==> src/rtl/lsb_pkg.sv <==
package lsb_pkg;
    typedef enum logic [3:0] {
        ST_IDLE, ST_CAP1, ST_TRAIN, ST_CAP2, ST_DSC, ST_POLL, ST_GAP,
        ST_RELINK, ST_OK, ST_RXSET, ST_RXWAIT, ST_RXCLR, ST_FAIL
    } bu_st_e;

    typedef enum logic [1:0] {RW_IDLE, RW_RD, RW_WR} rw_st_e;

    localparam int SPD_FIELD_W  = 4;
    localparam int LINK_UP_BIT  = 4;
    localparam int DSC_BIT      = 17;
    localparam int CUR_SPD_LSB  = 16;
    localparam int RX_DATA_BIT  = 5;
    localparam int RX_PLL_BIT   = 3;
endpackage

==> src/rtl/lsb_timer.sv <==
module lsb_timer #(
    parameter int W = 8
) (
    input  logic         clk,
    input  logic         rst_n,
    input  logic         load,
    input  logic [W-1:0] val,
    output logic         zero
);
    logic [W-1:0] cnt_d, cnt_q;

    always_comb begin
        cnt_d = cnt_q;
        if (load)
            cnt_d = val;
        else if (cnt_q != '0)
            cnt_d = cnt_q - 1'b1;
    end

    always_ff @(posedge clk) begin
        if (!rst_n) cnt_q <= '0;
        else        cnt_q <= cnt_d;
    end

    assign zero = (cnt_q == '0);


    timer_fall_chk: assert property (@(posedge clk) disable iff (!rst_n)
        $fell(zero) |-> $past(load));
endmodule

==> src/rtl/lsb_rmw.sv <==
module lsb_rmw
    import lsb_pkg::*;
#(
    parameter int ADDR_W = 8,
    parameter int DATA_W = 32
) (
    input  logic              clk,
    input  logic              rst_n,
    input  logic              go,
    input  logic              rd_only,
    input  logic [ADDR_W-1:0] addr,
    input  logic [DATA_W-1:0] clr_mask,
    input  logic [DATA_W-1:0] set_mask,
    output logic              done,
    output logic [DATA_W-1:0] rdata,
    output logic              reg_req,
    output logic              reg_we,
    output logic [ADDR_W-1:0] reg_addr,
    output logic [DATA_W-1:0] reg_wdata,
    input  logic              reg_ack,
    input  logic [DATA_W-1:0] reg_rdata
);
    typedef struct packed {
        rw_st_e            st;
        logic              rd_only;
        logic              we;
        logic [ADDR_W-1:0] addr;
        logic [DATA_W-1:0] clr;
        logic [DATA_W-1:0] set;
        logic [DATA_W-1:0] wdata;
        logic [DATA_W-1:0] rdata;
        logic              done;
    } rw_t;

    rw_t d, q;

    always_comb begin
        d      = q;
        d.done = 1'b0;
        case (q.st)
            RW_IDLE: if (go) begin
                d.st      = RW_RD;
                d.rd_only = rd_only;
                d.we      = 1'b0;
                d.addr    = addr;
                d.clr     = clr_mask;
                d.set     = set_mask;
            end
            RW_RD: if (reg_ack) begin
                d.rdata = reg_rdata;
                if (q.rd_only) begin
                    d.st   = RW_IDLE;
                    d.done = 1'b1;
                end else begin
                    d.st    = RW_WR;
                    d.we    = 1'b1;
                    d.wdata = (reg_rdata & ~q.clr) | q.set;
                end
            end
            RW_WR: if (reg_ack) begin
                d.st   = RW_IDLE;
                d.we   = 1'b0;
                d.done = 1'b1;
            end
            default: d.st = RW_IDLE;
        endcase
    end

    always_ff @(posedge clk) begin
        if (!rst_n) q <= '0;
        else        q <= d;
    end

    assign done      = q.done;
    assign rdata     = q.rdata;
    assign reg_req   = (q.st != RW_IDLE);
    assign reg_we    = q.we;
    assign reg_addr  = q.addr;
    assign reg_wdata = q.wdata;


    req_hold_chk: assert property (@(posedge clk) disable iff (!rst_n)
        (reg_req && !reg_ack) |=> (reg_req && $stable(reg_addr) &&
                                   $stable(reg_we) && $stable(reg_wdata)));
endmodule

==> src/rtl/lsb_bringup.sv <==
module lsb_bringup
    import lsb_pkg::*;
#(
    parameter int ADDR_W     = 8,
    parameter int DATA_W     = 32,
    parameter int CAP_ADDR   = 'h10,
    parameter int SPD_ADDR   = 'h20,
    parameter int RXO_ADDR   = 'h30,
    parameter int LINK_TMO   = 100000,
    parameter int POLL_MAX   = 200,
    parameter int POLL_GAP   = 5000,
    parameter int RECOV_WAIT = 125000
) (
    input  logic              clk,
    input  logic              rst_n,
    input  logic              start,
    input  logic [1:0]        target_gen,
    input  logic              dsc_sticky,
    input  logic [DATA_W-1:0] link_dbg,
    input  logic [DATA_W-1:0] link_sts,
    output logic              reg_req,
    output logic              reg_we,
    output logic [ADDR_W-1:0] reg_addr,
    output logic [DATA_W-1:0] reg_wdata,
    input  logic              reg_ack,
    input  logic [DATA_W-1:0] reg_rdata,
    output logic              train_en,
    output logic              busy,
    output logic              done_ok,
    output logic              done_err,
    output logic [3:0]        cur_speed
);
    localparam int TMR_MAX0 = (LINK_TMO > POLL_GAP) ? LINK_TMO : POLL_GAP;
    localparam int TMR_MAX  = (TMR_MAX0 > RECOV_WAIT) ? TMR_MAX0 : RECOV_WAIT;
    localparam int TMR_W    = $clog2(TMR_MAX + 1);
    localparam int PC_W     = $clog2(POLL_MAX + 1);
    localparam logic [DATA_W-1:0] FIELD_MASK = DATA_W'((1 << SPD_FIELD_W) - 1);
    localparam logic [DATA_W-1:0] DSC_MASK   = DATA_W'(1) << DSC_BIT;
    localparam logic [DATA_W-1:0] RX_MASK    = (DATA_W'(1) << RX_DATA_BIT) |
                                               (DATA_W'(1) << RX_PLL_BIT);

    typedef struct packed {
        bu_st_e          st;
        logic            sent;
        logic            tgt2;
        logic            sticky;
        logic            train;
        logic [PC_W-1:0] polls;
        logic [3:0]      spd;
    } ctl_t;

    ctl_t c, n;

    logic              op_go, op_rd, op_done, op_state;
    logic [ADDR_W-1:0] op_addr;
    logic [DATA_W-1:0] op_clr, op_set, op_rdata;
    logic              tmr_load, tmr_zero;
    logic [TMR_W-1:0]  tmr_val;
    logic              link_up;
    logic [PC_W-1:0]   poll_nxt;

    assign link_up  = link_dbg[LINK_UP_BIT];
    assign poll_nxt = c.polls + PC_W'(1);

    always_comb begin
        n        = c;
        tmr_load = 1'b0;
        tmr_val  = '0;
        op_rd    = 1'b0;
        op_addr  = ADDR_W'(CAP_ADDR);
        op_clr   = '0;
        op_set   = '0;
        op_state = 1'b1;
        case (c.st)
            ST_CAP1:  begin op_clr = FIELD_MASK; op_set = DATA_W'(1); end
            ST_CAP2:  begin op_clr = FIELD_MASK; op_set = DATA_W'(2); end
            ST_DSC:   begin op_addr = ADDR_W'(SPD_ADDR); op_set = DSC_MASK; end
            ST_POLL:  begin op_addr = ADDR_W'(SPD_ADDR); op_rd = 1'b1; end
            ST_RXSET: begin op_addr = ADDR_W'(RXO_ADDR); op_set = RX_MASK; end
            ST_RXCLR: begin op_addr = ADDR_W'(RXO_ADDR); op_clr = RX_MASK; end
            default:  op_state = 1'b0;
        endcase

        op_go = op_state && !c.sent;
        if (op_go)   n.sent = 1'b1;
        if (op_done) n.sent = 1'b0;

        case (c.st)
            ST_IDLE, ST_OK, ST_FAIL: if (start) begin
                n.st     = ST_CAP1;
                n.tgt2   = (target_gen >= 2'd2);
                n.sticky = dsc_sticky;
                n.train  = 1'b0;
                n.polls  = '0;
                n.spd    = '0;
                n.sent   = 1'b0;
            end
            ST_CAP1: if (op_done) begin
                n.st     = ST_TRAIN;
                n.train  = 1'b1;
                tmr_load = 1'b1;
                tmr_val  = TMR_W'(LINK_TMO);
            end
            ST_TRAIN: begin
                if (link_up) begin
                    if (c.tgt2) begin
                        n.st = ST_CAP2;
                    end else begin
                        n.st  = ST_OK;
                        n.spd = link_sts[CUR_SPD_LSB +: 4];
                    end
                end else if (tmr_zero) begin
                    n.st = ST_RXSET;
                end
            end
            ST_CAP2: if (op_done) n.st = ST_DSC;
            ST_DSC: if (op_done) begin
                if (c.sticky) begin
                    n.st     = ST_RELINK;
                    tmr_load = 1'b1;
                    tmr_val  = TMR_W'(LINK_TMO);
                end else begin
                    n.st = ST_POLL;
                end
            end
            ST_POLL: if (op_done) begin
                if (!op_rdata[DSC_BIT]) begin
                    n.st     = ST_RELINK;
                    tmr_load = 1'b1;
                    tmr_val  = TMR_W'(LINK_TMO);
                end else begin
                    n.polls = poll_nxt;
                    if (poll_nxt >= PC_W'(POLL_MAX)) begin
                        n.st = ST_RXSET;
                    end else begin
                        n.st     = ST_GAP;
                        tmr_load = 1'b1;
                        tmr_val  = TMR_W'(POLL_GAP);
                    end
                end
            end
            ST_GAP: if (tmr_zero) n.st = ST_POLL;
            ST_RELINK: begin
                if (link_up) begin
                    n.st  = ST_OK;
                    n.spd = link_sts[CUR_SPD_LSB +: 4];
                end else if (tmr_zero) begin
                    n.st = ST_RXSET;
                end
            end
            ST_RXSET: if (op_done) begin
                n.st     = ST_RXWAIT;
                tmr_load = 1'b1;
                tmr_val  = TMR_W'(RECOV_WAIT);
            end
            ST_RXWAIT: if (tmr_zero) n.st = ST_RXCLR;
            ST_RXCLR:  if (op_done) n.st = ST_FAIL;
            default:   n.st = ST_IDLE;
        endcase
    end

    always_ff @(posedge clk) begin
        if (!rst_n) begin
            c    <= '0;
            c.st <= ST_IDLE;
        end else begin
            c <= n;
        end
    end

    lsb_rmw #(.ADDR_W(ADDR_W), .DATA_W(DATA_W)) u_rmw (
        .clk       (clk),
        .rst_n     (rst_n),
        .go        (op_go),
        .rd_only   (op_rd),
        .addr      (op_addr),
        .clr_mask  (op_clr),
        .set_mask  (op_set),
        .done      (op_done),
        .rdata     (op_rdata),
        .reg_req   (reg_req),
        .reg_we    (reg_we),
        .reg_addr  (reg_addr),
        .reg_wdata (reg_wdata),
        .reg_ack   (reg_ack),
        .reg_rdata (reg_rdata)
    );

    lsb_timer #(.W(TMR_W)) u_tmr (
        .clk   (clk),
        .rst_n (rst_n),
        .load  (tmr_load),
        .val   (tmr_val),
        .zero  (tmr_zero)
    );

    wire unused_bits = ^{link_dbg, link_sts, op_rdata};

    assign train_en  = c.train;
    assign done_ok   = (c.st == ST_OK);
    assign done_err  = (c.st == ST_FAIL);
    assign busy      = !(c.st == ST_IDLE || c.st == ST_OK || c.st == ST_FAIL);
    assign cur_speed = c.spd;


    result_excl_chk: assert property (@(posedge clk) disable iff (!rst_n)
        !(done_ok && done_err));


    req_busy_chk: assert property (@(posedge clk) disable iff (!rst_n)
        reg_req |-> busy);


    ok_after_link_chk: assert property (@(posedge clk) disable iff (!rst_n)
        $rose(done_ok) |-> (train_en && $past(link_up)));


    poll_bound_chk: assert property (@(posedge clk) disable iff (!rst_n)
        c.polls <= PC_W'(POLL_MAX));


    sticky_nopoll_chk: assert property (@(posedge clk) disable iff (!rst_n)
        c.sticky |-> (c.polls == '0));
endmodule

==> config.mk <==
export PLATFORM = sky130hd
export DESIGN_NAME = lsb_bringup
export DESIGN_NICKNAME = d
export VERILOG_FILES = /design/src/rtl/lsb_pkg.sv /design/src/rtl/lsb_timer.sv /design/src/rtl/lsb_rmw.sv /design/src/rtl/lsb_bringup.sv
export SDC_FILE = /design/constraint.sdc
export NUM_CORES = 1
export LEC_CHECK = 0
export ABC_CLOCK_PERIOD_IN_PS = 5600
export BUFFER_PORTS_ARGS = -buffer_cell sky130_fd_sc_hd__buf_4
export CORE_ASPECT_RATIO = 1.5
export CORE_MARGIN = 8
export CORE_UTILIZATION = 60
export DETAILED_ROUTE_END_ITERATION = 8
export PLACE_DENSITY_LB_ADDON = 0.15
export SKIP_LAST_GASP = 1
export SYNTH_ARGS = -nofsm -noshare
export SYNTH_HDL_FRONTEND = slang
export SYNTH_HIERARCHICAL = 1
export SYNTH_SLANG_ARGS = --single-unit
==> constraint.sdc <==
create_clock -name clk -period 5.6 [get_ports clk]
set_clock_uncertainty 0.1 [all_clocks]
set_input_delay 0.28 -clock clk [delete_from_list [all_inputs] [get_ports clk]]
set_output_delay 0.28 -clock clk [all_outputs]
set_load 0.01 [all_outputs]
**Word-level counts from Yosys, hierarchy flattened**

Index checks and enable logic that the tools add are counted.

- Register bits: 164
- Input bits: 103
- Output and inout port bits: 50

- Add/sub/neg operators: 2
- Magnitude comparators: 2
- Equality and inequality tests: 31
- Muxes and demuxes: 64
- Bitwise logic cells: 4
- Reductions and logical operators: 31

Operators with widths:

| operator | count |
|---|---|
| 2-to-1 mux 17 bit | 8 |
| 2-to-1 mux 76 bit | 1 |
| one-hot mux 18 bit (4 select lines) | 1 |
| 2-to-1 mux 4 bit | 17 |
| one-hot mux 17 bit (4 select lines) | 1 |
| one-hot mux 4 bit (11 select lines) | 1 |
| AND 32 bit | 1 |
| NOT 32 bit | 1 |
| bitwise OR 32 bit | 1 |
| one-hot mux 6 bit (2 select lines) | 2 |
| == test 4 bit (second input constant) | 5 |
| 2-to-1 mux 20 bit | 1 |
| inequality test 2 bit (second input constant) | 10 |
| zero test 17 bit | 1 |
| 2-to-1 mux 1 bit | 17 |
| nonzero test 17 bit | 1 |
| subtractor 17 x 1 -> 17 bit (second input constant) | 1 |
| == test 4 x 3 -> 1 bit (second input constant) | 4 |
| 2-to-1 mux 8 bit | 2 |
| one-hot mux 8 bit (2 select lines) | 1 |
| inequality test 2 x 1 -> 1 bit (second input constant) | 7 |
| 2-to-1 mux 13 bit | 1 |
| one-hot mux 4 bit (3 select lines) | 1 |
| AND reduction 5 bit | 2 |
| other kinds (27) | 46 |

**Longest topological paths before layout**

Gate-level depths: netlist of run 1.

- Depth in word-level cells: 8
- Depth in mapped cells: 11

**Cells and area by module**

The synthesis of run 1 kept the hierarchy.

By module, submodules not included:

| module | instances | cells an instance | area an instance (µm²) |
|---|---|---|---|
| lsb_rmw | 1 | 729 | 5,906.9 |
| lsb_bringup | 1 | 219 | 1,652.8 |
| lsb_timer | 1 | 111 | 919.6 |

**Worst setup path before layout of run 1**

Ideal clock, no wire load.

- Kind: register to register
- Start point: register u_tmr.cnt_q[0]
- End point: register c[17] in the netlist's numbering
- Library setup time: 125 ps
- Data arrival time: 2,460 ps
- Path slack: 2,915 ps
- Cell stages (with the launch flop): 12
- Period minus slack after synthesis: 2,685 ps
- Cell sequence: dfxtp_1 -> inv_1 -> ha_1 -> or4b_4 -> nor4b_4 -> nand2_1 -> inv_1 -> or3b_1 -> o32ai_2 -> or2b_2 -> o21ai_0 -> a31oi_1

- Word-level cells in the longest chain between the ends: 4

Ends and longest elaborated chain:

| element | RTL line | text |
|---|---|---|
| start, declared | lsb_timer.sv:10 | `logic [W-1:0] cnt_d, cnt_q;` |
| start signal, assigned | lsb_timer.sv:22 | `else cnt_q <= cnt_d;` |
| zero test 17 bit * | lsb_timer.sv:25 | `assign zero = (cnt_q == '0);` |
| named net tmr_zero | lsb_bringup.sv:57 | `logic tmr_load, tmr_zero;` |
| 2-to-1 mux 4 bit | - |  |
| 2-to-1 mux 4 bit, on equally long branches | - |  |
| one-hot mux 4 bit (11 select lines) | - |  |
| end signal, assigned | lsb_bringup.sv:167 | `c <= n;` |
| end, declared | lsb_bringup.sv:52 | `ctl_t c, n;` |

The timed path passes the listed nets; every way through them passes the cells marked *.
A chain may end at the register's enable or synchronous reset.

**Final worst setup path of run 1**

- Start point: register c[18] in the netlist's numbering
- End point: register u_tmr.cnt_q[13]

- Word-level cells in the longest chain between the ends: 4

Ends and longest elaborated chain:

| element | RTL line | text |
|---|---|---|
| == test 4 bit / == test 4 x 1 -> 1 bit (equally long branches) | lsb_bringup.sv:88 | `case (c.st)` |
| OR reduction 2 bit (no line) | - |  |
| one-hot mux 1 bit (3 select lines) * | lsb_bringup.sv:88 |  |
| named net tmr_load | lsb_bringup.sv:57 |  |
| 2-to-1 mux 17 bit / nonzero test 2 bit (equally long branches) | - |  |

Marked as above.

==> results of run 1 <==
==> power breakdown <==
group | switching (uW) | internal [uW] | total (uW) | leakage, uW
logic | 906 | 587 | 1490 | 0.00178
clock network | 438 | 757 | 1190 | 0.000304
registers | 201 | 1310 | 1510 | 0.00120
total | 1550 | 2650 | 4200 | 0.00328
==> state kept, by name, indices dropped and copies added (netlist names) <==
register	count
u_rmw/q	67
u_tmr/cnt_q	17
u_rmw/done	1
u_rmw/reg_we	1
cur_speed	4
u_rmw/reg_addr	8
u_rmw/reg_wdata	32
c	15
u_rmw/rdata	1
train_en	1
==> worst register-to-register path: cells and delay by family (launching register included) <==
kind,cells,cell delay (ns)
AND/OR/NAND/NOR,5,1.25
flip-flops,1,0.74
AO/OA/AOI/OAI,3,0.58
buffers and inverters,2,0.56
==> stage by stage <==
step / instance area (um^2) / hold WS [ns] / util / setup WS, ns / total power [uW]
6_report: 8350 / 0.00803 / 0.702 / 2.27 / 4200
3_5_place_dp: 7730 / 0.343 / 0.650 / 2.41 / 3020
3_3_place_gp: 7730 / 0.340 / 0.650 / 2.43 / 2990
4_1_cts: 8350 / 0.000123 / 0.702 / 2.32 / 4220
5_1_grt: 8350 / 0.00574 / 0.702 / 2.05 / 4480
2_1_floorplan: 7450 / 0.297 / - / 2.91 / 2730
==> routing by layer <==
metal	vias to the layer above	GRT usage	routed length (um)
li1	3071	-	-
met1	2743	0.224	6510
met2	133	0.357	8290
met3	25	0.0488	688
met4	0	0.0961	413
met5	-	0	0
==> cell usage in the layout, fill, tap and decap left out, types with 4 or more instances in the layout <==
cell type / instances
a211oi_1: 6
a211oi_2: 28
a21oi_1: 135
and2_1: 5
and3_1: 6
buf_4: 97
bufinv_16: 4
clkbuf_16: 17
conb_1: 64
dfxtp_1: 147
ha_1: 8
inv_1: 45
mux2i_1: 4
nand2_1: 191
nand2b_1: 12
nand3_1: 18
nor2_1: 49
nor2_2: 10
nor2b_1: 5
nor3_1: 15
nor4_1: 5
o21ai_0: 13
o22ai_1: 4
o31ai_1: 4
or2_2: 7
xnor2_1: 9
xor2_1: 4
==> worst max path at each step <==
stage	from	endpoint	cells after the start
4_1_cts	c[18]	u_tmr/cnt_q[13]	10
5_1_grt	c[18]	u_tmr/cnt_q[13]	10
6_report	c[18]	u_tmr/cnt_q[13]	10
3_5_place_dp	c[18]	u_tmr/cnt_q[13]	10
3_3_place_gp	c[18]	u_tmr/cnt_q[13]	10
2_1_floorplan	u_tmr/cnt_q[0]	c[17]	11
==> area by class of cell <==
| type | instances | area (um^2) |
|---|---|---|
| Fill cell | 1022 | 3540 |
| Multi-Input combinational cell | 667 | 3690 |
| Clock buffer | 19 | 443 |
| Sequential cell | 147 | 2940 |
| Tap cell | 153 | 191 |
| Clock inverter | 12 | 178 |
| Timing Repair Buffer | 97 | 728 |
| Inverter | 47 | 179 |
==> run_results.csv, run 1 <==
group,metric,value,unit
outcome,outcome,"completed",
clock_tree,cts_max_level,4,
final_layout,fin_cells,1142,
floorplan,core-area,11900,um^2
floorplan,dieWidth,106,um
drt,vias,5972,
drt,ant_nets,0,
clock_tree,worstSkewPairLatency,0.41,ns
clock_tree,hold_buffers,0,
global_routing,overflow,0,
worst_setup_path,arrival,3.56,ns
drt,wire_per_inst,13.9,um
yosys,synth_cells,899,
worst_setup_path,rr_startpoint,"c[18]",
clock_tree,post-cts-setup-buffers,0,
worst_setup_path,worst_ep_required_time,5.83,ns
clock_tree,cts_sinks,147,
floorplan,die_h,150,um
placed_design,hpwl,10.7,mm
worst_hold_path,hp-class,"in2reg",
yosys,postSynthAreaPerCell,8.03,um^2
worst_hold_path,hold-path-cell-count,3,
clock_tree,path_clk_slew,0.06,ns
worst_setup_path,rr_worst_depth,10,
power,leakage,0.00328,uW
power,ir_drop,0.000345,V
global_routing,track_usage,0.202,
drt,route.final.wire_length,15.9,mm
yosys,synth_warnings,6,
worst_setup_path,rrSetupSlack,2.27,ns
timing,max_slew_margin,0.374,
clock_tree,cts_tree,"built",
worst_setup_path,crit_buf_inv,2,
timing,drv_slew,0,
worst_setup_path,cpPeakStageDelay,0.74,ns
final_layout,syn_to_final_growth,15.7,%
global_routing,grt_pass1_wl,26.6,mm
timing,setup_viol,0,
placed_design,routabilityCongestion,0.902,
worst_setup_path,slowest_stage,"dfxtp_1",
worst_hold_path,min_from,"dsc_sticky",
timing,rsz0062_at_grt,"no",
clock_tree,cts_buffers,17,
worst_setup_path,crit_path_cell_trace,"nor3b_2 > nand2_1 > inv_1 > nand2_1 > o22ai_1 > buf_4 > and2_1 > nand2_1 > a31o_2 > a21oi_1",
worst_setup_path,path_common_cell,"nand2_1",
clock_tree,cts_resized,0,
floorplan,rows,49,
worst_setup_path,worst-path-max-fanout,21,
final_layout,drive_gt1_frac,0.199,
global_routing,grt_pass1_vias,5583,
placed_design,port_buffers,92,
global_routing,grt_max_degree,81,
floorplan,start_util,0.607,
placed_design,place_inst,1111,
clock_tree,clock-root-buffer,"clkbuf_16",
drt,drc_errors,0,
global_routing,antenna_found_initial,0,
timing,fin_tns_setup,0,ns
worst_setup_path,crit_family,"simple AND/OR/NAND/NOR gates",
worst_setup_path,end_kind,"register",
timing,fmax,301,MHz
timing,post-route-period-util,0.594,
worst_setup_path,r2r_end,"u_tmr/cnt_q[13]",
worst_setup_path,cp-start-kind,"register",
final_layout,antenna_cells,0,
timing,hold_viol_final,0,
clock_tree,cts_buffer_depth,2,
yosys,synth_area,7220,um^2
worst_hold_path,hold_end,"c[13]",
job,drv_cap,0,
floorplan,die_area,15900,um^2
drt,drtIter0Drc,272,
worst_setup_path,crit_type,"reg2reg",
floorplan,io_pins,153,
power,powerDensity,503,nW/um^2
final_layout,final_nets,1088,
timing,worstMarginPinSlew,0.940,ns
timing,layout_min_cycle_time,3.33,ns
drt,firstDrtPassIters,4,
drt,routed_via_density,5.23,
(Power assumes the default switching activity.)
==> run 2: changes to the inputs <==
--- a/config.mk
+++ b/config.mk
@@ -5,11 +5,11 @@
 export SDC_FILE = /design/constraint.sdc
 export NUM_CORES = 1
 export LEC_CHECK = 0
-export ABC_CLOCK_PERIOD_IN_PS = 5600
+export ABC_CLOCK_PERIOD_IN_PS = 3100
 export BUFFER_PORTS_ARGS = -buffer_cell sky130_fd_sc_hd__buf_4
 export CORE_ASPECT_RATIO = 1.5
 export CORE_MARGIN = 8
-export CORE_UTILIZATION = 60
+export CORE_UTILIZATION = 58
 export DETAILED_ROUTE_END_ITERATION = 8
 export PLACE_DENSITY_LB_ADDON = 0.15
 export SKIP_LAST_GASP = 1
==> constraint.sdc (replaced) <==
create_clock -name clk -period 3.1 [get_ports clk]
set_clock_uncertainty 0.1 [all_clocks]
set_input_delay 0.155 -clock clk [delete_from_list [all_inputs] [get_ports clk]]
set_output_delay 0.155 -clock clk [all_outputs]
set_load 0.01 [all_outputs]
==> run 2 against run 1 <==
Against the previous run:
- non-clock buffer count grew 26
- clock-buffer cell count shrank 1
- routed wire length grew 4.3%
- flip-flop and latch count is the same
- global-route usage is essentially flat
- setup slack lost 2.0 ns
- hold slack gained 0.011 ns
- via count grew 0.79%
- critical endpoint is now c[17]
==> run_results.csv, run 2 (synthesis gave the netlist of run 1 again) <==
group,metric,value,unit
final_layout,fin_util,0.701,
final_layout,drive_gt1_frac,0.208,
timing,setup_viol,0,
clock_tree,path_clk_slew,0.06,ns
floorplan,die_h,153,um
worst_setup_path,crit_buf_inv,2,
worst_setup_path,cpPeakStageDelay,0.50,ns
worst_setup_path,r2r_end,"c[17]",
worst_hold_path,hold_end,"u_rmw/reg_wdata[26]",
worst_setup_path,path_common_cell,"inv_1",
drt,drc_errors,0,
global_routing,grt_max_degree,73,
clock_tree,cts_buffers,17,
final_layout,antenna_cells,0,
worst_setup_path,crit_type,"reg2reg",
final_layout,largest_register_ff_count,67,
worst_setup_path,cp-start-kind,"register",
clock_tree,cts_resized,0,
drt,drtIter0Drc,290,
timing,fin_tns_setup,0,ns
placed_design,routabilityCongestion,0.937,
floorplan,die_area,16300,um^2
worst_setup_path,rrSetupSlack,0.24,ns
final_layout,syn_to_final_growth,19.7,%
worst_setup_path,end_kind,"register",
drt,firstDrtPassIters,5,
clock_tree,cts_max_level,4,
final_layout,layout_commonest_cell,"nand2_1",
placed_design,hpwl,11.0,mm
timing,rsz0062_at_grt,"no",
final_layout,layout_common_cells,"191 x nand2_1, 147 x dfxtp_1, 135 x a21oi_1, 108 x buf_4, 64 x conb_1",
floorplan,dieWidth,107,um
clock_tree,clock-root-buffer,"clkbuf_16",
power,leakage,0.00342,uW
global_routing,grt_pass1_wl,27.1,mm
clock_tree,cts_tree,"built",
timing,hold_viol_final,0,
global_routing,met2_usage,0.368,
drt,routed_via_density,5.14,
worst_hold_path,hold-path-cell-count,3,
power,ir_drop,0.000749,V
timing,drv_slew,0,
timing,worst_hold_slack,0.0189,ns
final_layout,final_nets,1114,
worst_setup_path,worst-path-max-fanout,7,
worst_setup_path,rr_worst_depth,11,
worst_setup_path,rr_startpoint,"u_tmr/cnt_q[0]",
timing,worstMarginPinSlew,0.755,ns
global_routing,antenna_found_initial,0,
drt,route.final.wire_length,16.6,mm
global_routing,overflow,0,
power,powerDensity,906,nW/um^2
drt,vias,6019,
final_layout,regMostFlops,"u_rmw/q",
global_routing,grt_pass1_vias,5770,
drt,ant_nets,0,
clock_tree,post-cts-setup-buffers,0,
global_routing,use_met3,0.0504,
job,drv_cap,0,
timing,fmax,349,MHz
final_layout,nFillCells,1012,
worst_setup_path,worst_ep_required_time,3.29,ns
outcome,outcome,"completed",
clock_tree,worstSkewPairLatency,0.41,ns
power,power.total,7830,uW
worst_hold_path,min_from,"reg_rdata[26]",
floorplan,start_util,0.586,
worst_setup_path,crit_family,"simple AND/OR/NAND/NOR gates",
floorplan,core-area,12300,um^2
timing,post-route-period-util,0.923,
worst_setup_path,crit_path_cell_trace,"inv_1 > ha_1 > or4b_4 > nor4b_4 > nand2_1 > inv_1 > or3b_1 > o32ai_2 > or2b_2 > o21ai_0 > a31oi_1",
global_routing,gr-usage-met1,0.214,
global_routing,top_usage_layer,"met2",
clock_tree,cts_buffer_depth,2,
worst_hold_path,hp-class,"in2reg",
placed_design,port_buffers,92,
global_routing,track_usage,0.202,
drt,wire_per_inst,14.2,um
worst_setup_path,slowest_stage,"or4b_4",
floorplan,rows,50,
floorplan,io_pins,153,
timing,layout_min_cycle_time,2.86,ns
clock_tree,cts_sinks,147,
worst_setup_path,arrival,3.06,ns
timing,max_slew_margin,0.497,
==> run 2: report_power, final <==
| group | internal (uW) | total, uW | switching (uW) |
|---|---|---|---|
| Clock | 1440 | 2270 | 822 |
| Combinational | 1150 | 2910 | 1760 |
| Sequential | 2370 | 2650 | 287 |
==> run 2: final cells by class <==
cell class / instances / area, um^2 / share of cell area
multi-input cells: 667 / 3690 / 0.427
flip-flops and latches: 147 / 2940 / 0.341
clock inverters: 14 / 225 / 0.0261
repair buffers: 123 / 981 / 0.114
clock buffers: 18 / 429 / 0.0497
well taps: 156 / 195 / 0.0226
inverters: 47 / 179 / 0.0207
==> run 2: how the worst max path moves through the flow <==
stage,slack [ns],cells past startpoint,start,end
finish,0.24,11,u_tmr/cnt_q[0],c[17]
global route,0.13,11,u_tmr/cnt_q[0],c[17]
CTS,0.27,11,u_tmr/cnt_q[0],c[17]
detailed placement,0.29,11,u_tmr/cnt_q[0],c[17]
global placement,0.31,11,u_tmr/cnt_q[0],c[17]
floorplan,0.41,11,u_tmr/cnt_q[0],c[17]
==> run 2: through the flow <==
step | setup WS (ns) | instance area, um^2 | std cells
3_3_place_gp | 0.310 | 7860 | 1127
3_5_place_dp | 0.285 | 7860 | 1127
2_1_floorplan | 0.415 | 7450 | 962
4_1_cts | 0.266 | 8640 | 1172
6_report | 0.238 | 8640 | 1172
5_1_grt | 0.127 | 8640 | 1172
==> run 2: per-layer routing <==
metal	routed length (um)	vias to the layer above
li1	-	3132
met1	6800	2739
met2	8770	128
met3	686	20
met4	330	0
met5	0	-
==> run 2: what timing repair did <==
item,4_1_cts,5_1_grt
hold buffers,13,0
endpoints found under the setup margin,0,0
hold endpoints to repair,14,0
==> run 2: worst register-to-register path, stage by stage (launching register included) <==
cell and delay, ns:
dfxtp_1 0.34, inv_1 0.06, ha_1 0.20, or4b_4 0.50, nor4b_4 0.30, nand2_1 0.14, inv_1 0.23, or3b_1 0.17
o32ai_2 0.10, or2b_2 0.35, o21ai_0 0.16, a31oi_1 0.09
==> run 3: changes to the inputs <==
--- a/config.mk
+++ b/config.mk
@@ -5,11 +5,12 @@
 export SDC_FILE = /design/constraint.sdc
 export NUM_CORES = 1
 export LEC_CHECK = 0
-export ABC_CLOCK_PERIOD_IN_PS = 3100
+export ABC_CLOCK_PERIOD_IN_PS = 3400
 export BUFFER_PORTS_ARGS = -buffer_cell sky130_fd_sc_hd__buf_4
 export CORE_ASPECT_RATIO = 1.5
 export CORE_MARGIN = 8
-export CORE_UTILIZATION = 58
+export CORE_UTILIZATION = 55
+export CTS_CLUSTER_SIZE = 12
 export DETAILED_ROUTE_END_ITERATION = 8
 export PLACE_DENSITY_LB_ADDON = 0.15
 export SKIP_LAST_GASP = 1
==> constraint.sdc (replaced) <==
create_clock -name clk -period 3.4 [get_ports clk]
set_clock_uncertainty 0.1 [all_clocks]
set_input_delay 0.17 -clock clk [delete_from_list [all_inputs] [get_ports clk]]
set_output_delay 0.17 -clock clk [all_outputs]
set_load 0.01 [all_outputs]
==> run 3 against run 2 <==
Against the previous run:
- non-clock buffer count decreased by 5
- clock-buffer cell count unchanged
- setup slack improved by 0.27 ns
- flip-flop and latch count unchanged
- die area increased by 4.8%
- sequential power decreased by 8.7%
- first-iteration DRC count decreased by 1.7%
- largest power group unchanged
==> run_results.csv, run 3 (synthesis gave the netlist of run 1 again) <==
group,metric,value,unit
final_layout,multiInputGateArea,3690,um^2
clock_tree,worstSkewPairLatency,0.42,ns
clock_tree,cts_buffer_depth,2,
job,drv_cap,0,
timing,drv_slew,0,
global_routing,grt_pass1_vias,5638,
final_layout,regMostFlops,"u_rmw/q",
timing,worstMarginPinSlew,0.841,ns
drt,vias,5986,
drt,firstDrtPassIters,4,
final_layout,register_area,2940,um^2
drt,wire_per_inst,13.6,um
worst_setup_path,crit_path_cell_trace,"inv_1 > ha_1 > or4b_4 > nor4b_4 > nand2_1 > inv_1 > or3b_1 > o32ai_2 > or2b_2 > o21ai_0 > a31oi_1",
floorplan,start_util,0.560,
worst_setup_path,rrSetupSlack,0.50,ns
timing,fmax,345,MHz
final_layout,nFillCells,1133,
final_layout,layout_common_cells,"191 x nand2_1, 147 x dfxtp_1, 135 x a21oi_1, 104 x buf_4, 64 x conb_1",
worst_hold_path,hp-class,"in2reg",
clock_tree,cts_buffers,17,
worst_setup_path,path_common_cell,"inv_1",
power,powerDensity,800,nW/um^2
worst_setup_path,cp-start-kind,"register",
floorplan,dieWidth,110,um
global_routing,overflow,0,
timing,post-route-period-util,0.852,
outcome,outcome,"completed",
timing,setup_viol,0,
worst_setup_path,worst-path-max-fanout,9,
clock_tree,post-cts-setup-buffers,0,
floorplan,die_area,17100,um^2
final_layout,syn_to_final_growth,18.1,%
clock_tree,clock-root-buffer,"clkbuf_16",
timing,fin_tns_setup,0,ns
placed_design,hpwl,10.7,mm
power,power.total,6820,uW
floorplan,die_h,156,um
drt,ant_nets,0,
floorplan,io_pins,153,
final_layout,layout_commonest_cell,"nand2_1",
power,ir_drop,0.000414,V
clock_tree,cts_tree,"built",
global_routing,track_usage,0.192,
drt,drc_errors,0,
worst_setup_path,slowest_stage,"or4b_4",
clock_tree,path_clk_slew,0.07,ns
final_layout,drive_gt1_frac,0.205,
final_layout,largest_register_ff_count,67,
clock_tree,cts_sinks,147,
worst_setup_path,cpPeakStageDelay,0.50,ns
worst_setup_path,end_kind,"register",
worst_hold_path,hold-path-cell-count,2,
timing,hold_viol_final,0,
placed_design,routabilityCongestion,0.881,
clock_tree,cts_max_level,4,
final_layout,final_nets,1109,
global_routing,grt_pass1_wl,26.8,mm
timing,max_slew_margin,0.439,
global_routing,grt_max_degree,73,
final_layout,antenna_cells,0,
floorplan,rows,51,
worst_setup_path,worst_ep_required_time,3.59,ns
power,leakage,0.00335,uW
global_routing,antenna_found_initial,0,
drt,route.final.wire_length,15.9,mm
worst_setup_path,arrival,3.09,ns
timing,rsz0062_at_grt,"no",
worst_setup_path,crit_type,"reg2reg",
placed_design,port_buffers,92,
drt,drtIter0Drc,285,
floorplan,core-area,12900,um^2
worst_setup_path,rr_worst_depth,11,
timing,layout_min_cycle_time,2.90,ns
drt,routed_via_density,5.12,
-- run 3: metrics by stage --
step | hold WS [ns] | instance area, um^2 | util | setup WS [ns] | std cells
floorplan | 0.187 | 7450 | - | 0.715 | 962
global placement | 0.304 | 7810 | 0.606 | 0.566 | 1125
detailed placement | 0.312 | 7810 | 0.606 | 0.533 | 1125
CTS | 0.00406 | 8520 | 0.661 | 0.512 | 1170
global route | 0.0110 | 8520 | 0.661 | 0.255 | 1170
finish | 0.0142 | 8520 | 0.661 | 0.504 | 1170
-- run 3: final cells by class --
cell class | instances | share of cell area
Multi-Input combinational cell | 667 | 0.433
Tap cell | 159 | 0.0233
Inverter | 47 | 0.0210
Timing Repair Buffer | 118 | 0.109
Sequential cell | 147 | 0.345
Clock inverter | 14 | 0.0167
Clock buffer | 18 | 0.0515
-- run 3: layer usage --
layer / routed length (um) / track usage / vias up
li1: - / - / 3118
met1: 6720 / 0.222 / 2711
met2: 8200 / 0.329 / 126
met3: 579 / 0.0346 / 31
met4: 447 / 0.0943 / 0
met5: 0 / 0 / -
-- run 3: timing repair --
action | CTS | global route
resized for setup | 0 | 0
hold endpoints to repair | 12 | 0
hold buffers | 13 | 0
-- run 3: worst paths after layout --
kind,from,end
worst max register to register,u_tmr/cnt_q[0],c[17]
worst max-delay path,u_tmr/cnt_q[0],c[17]
worst min-delay path,rst_n,c[10]
worst min register to register,u_rmw/q[75],u_rmw/q[75]
-- run 3: power by group --
part / switching, uW / internal [uW] / leakage, uW
registers: 258 / 2160 / 0.00120
logic: 1570 / 1000 / 0.00188
clock network: 778 / 1050 / 0.000270
-- run 3: worst max-delay path: cells and delay by family (launching register included) --
kind,cells,cell delay [ns]
fa+ha+maj,1,0.20
buf+inv,2,0.33
simple gates,5,1.43
compound gates,3,0.36
flops,1,0.35
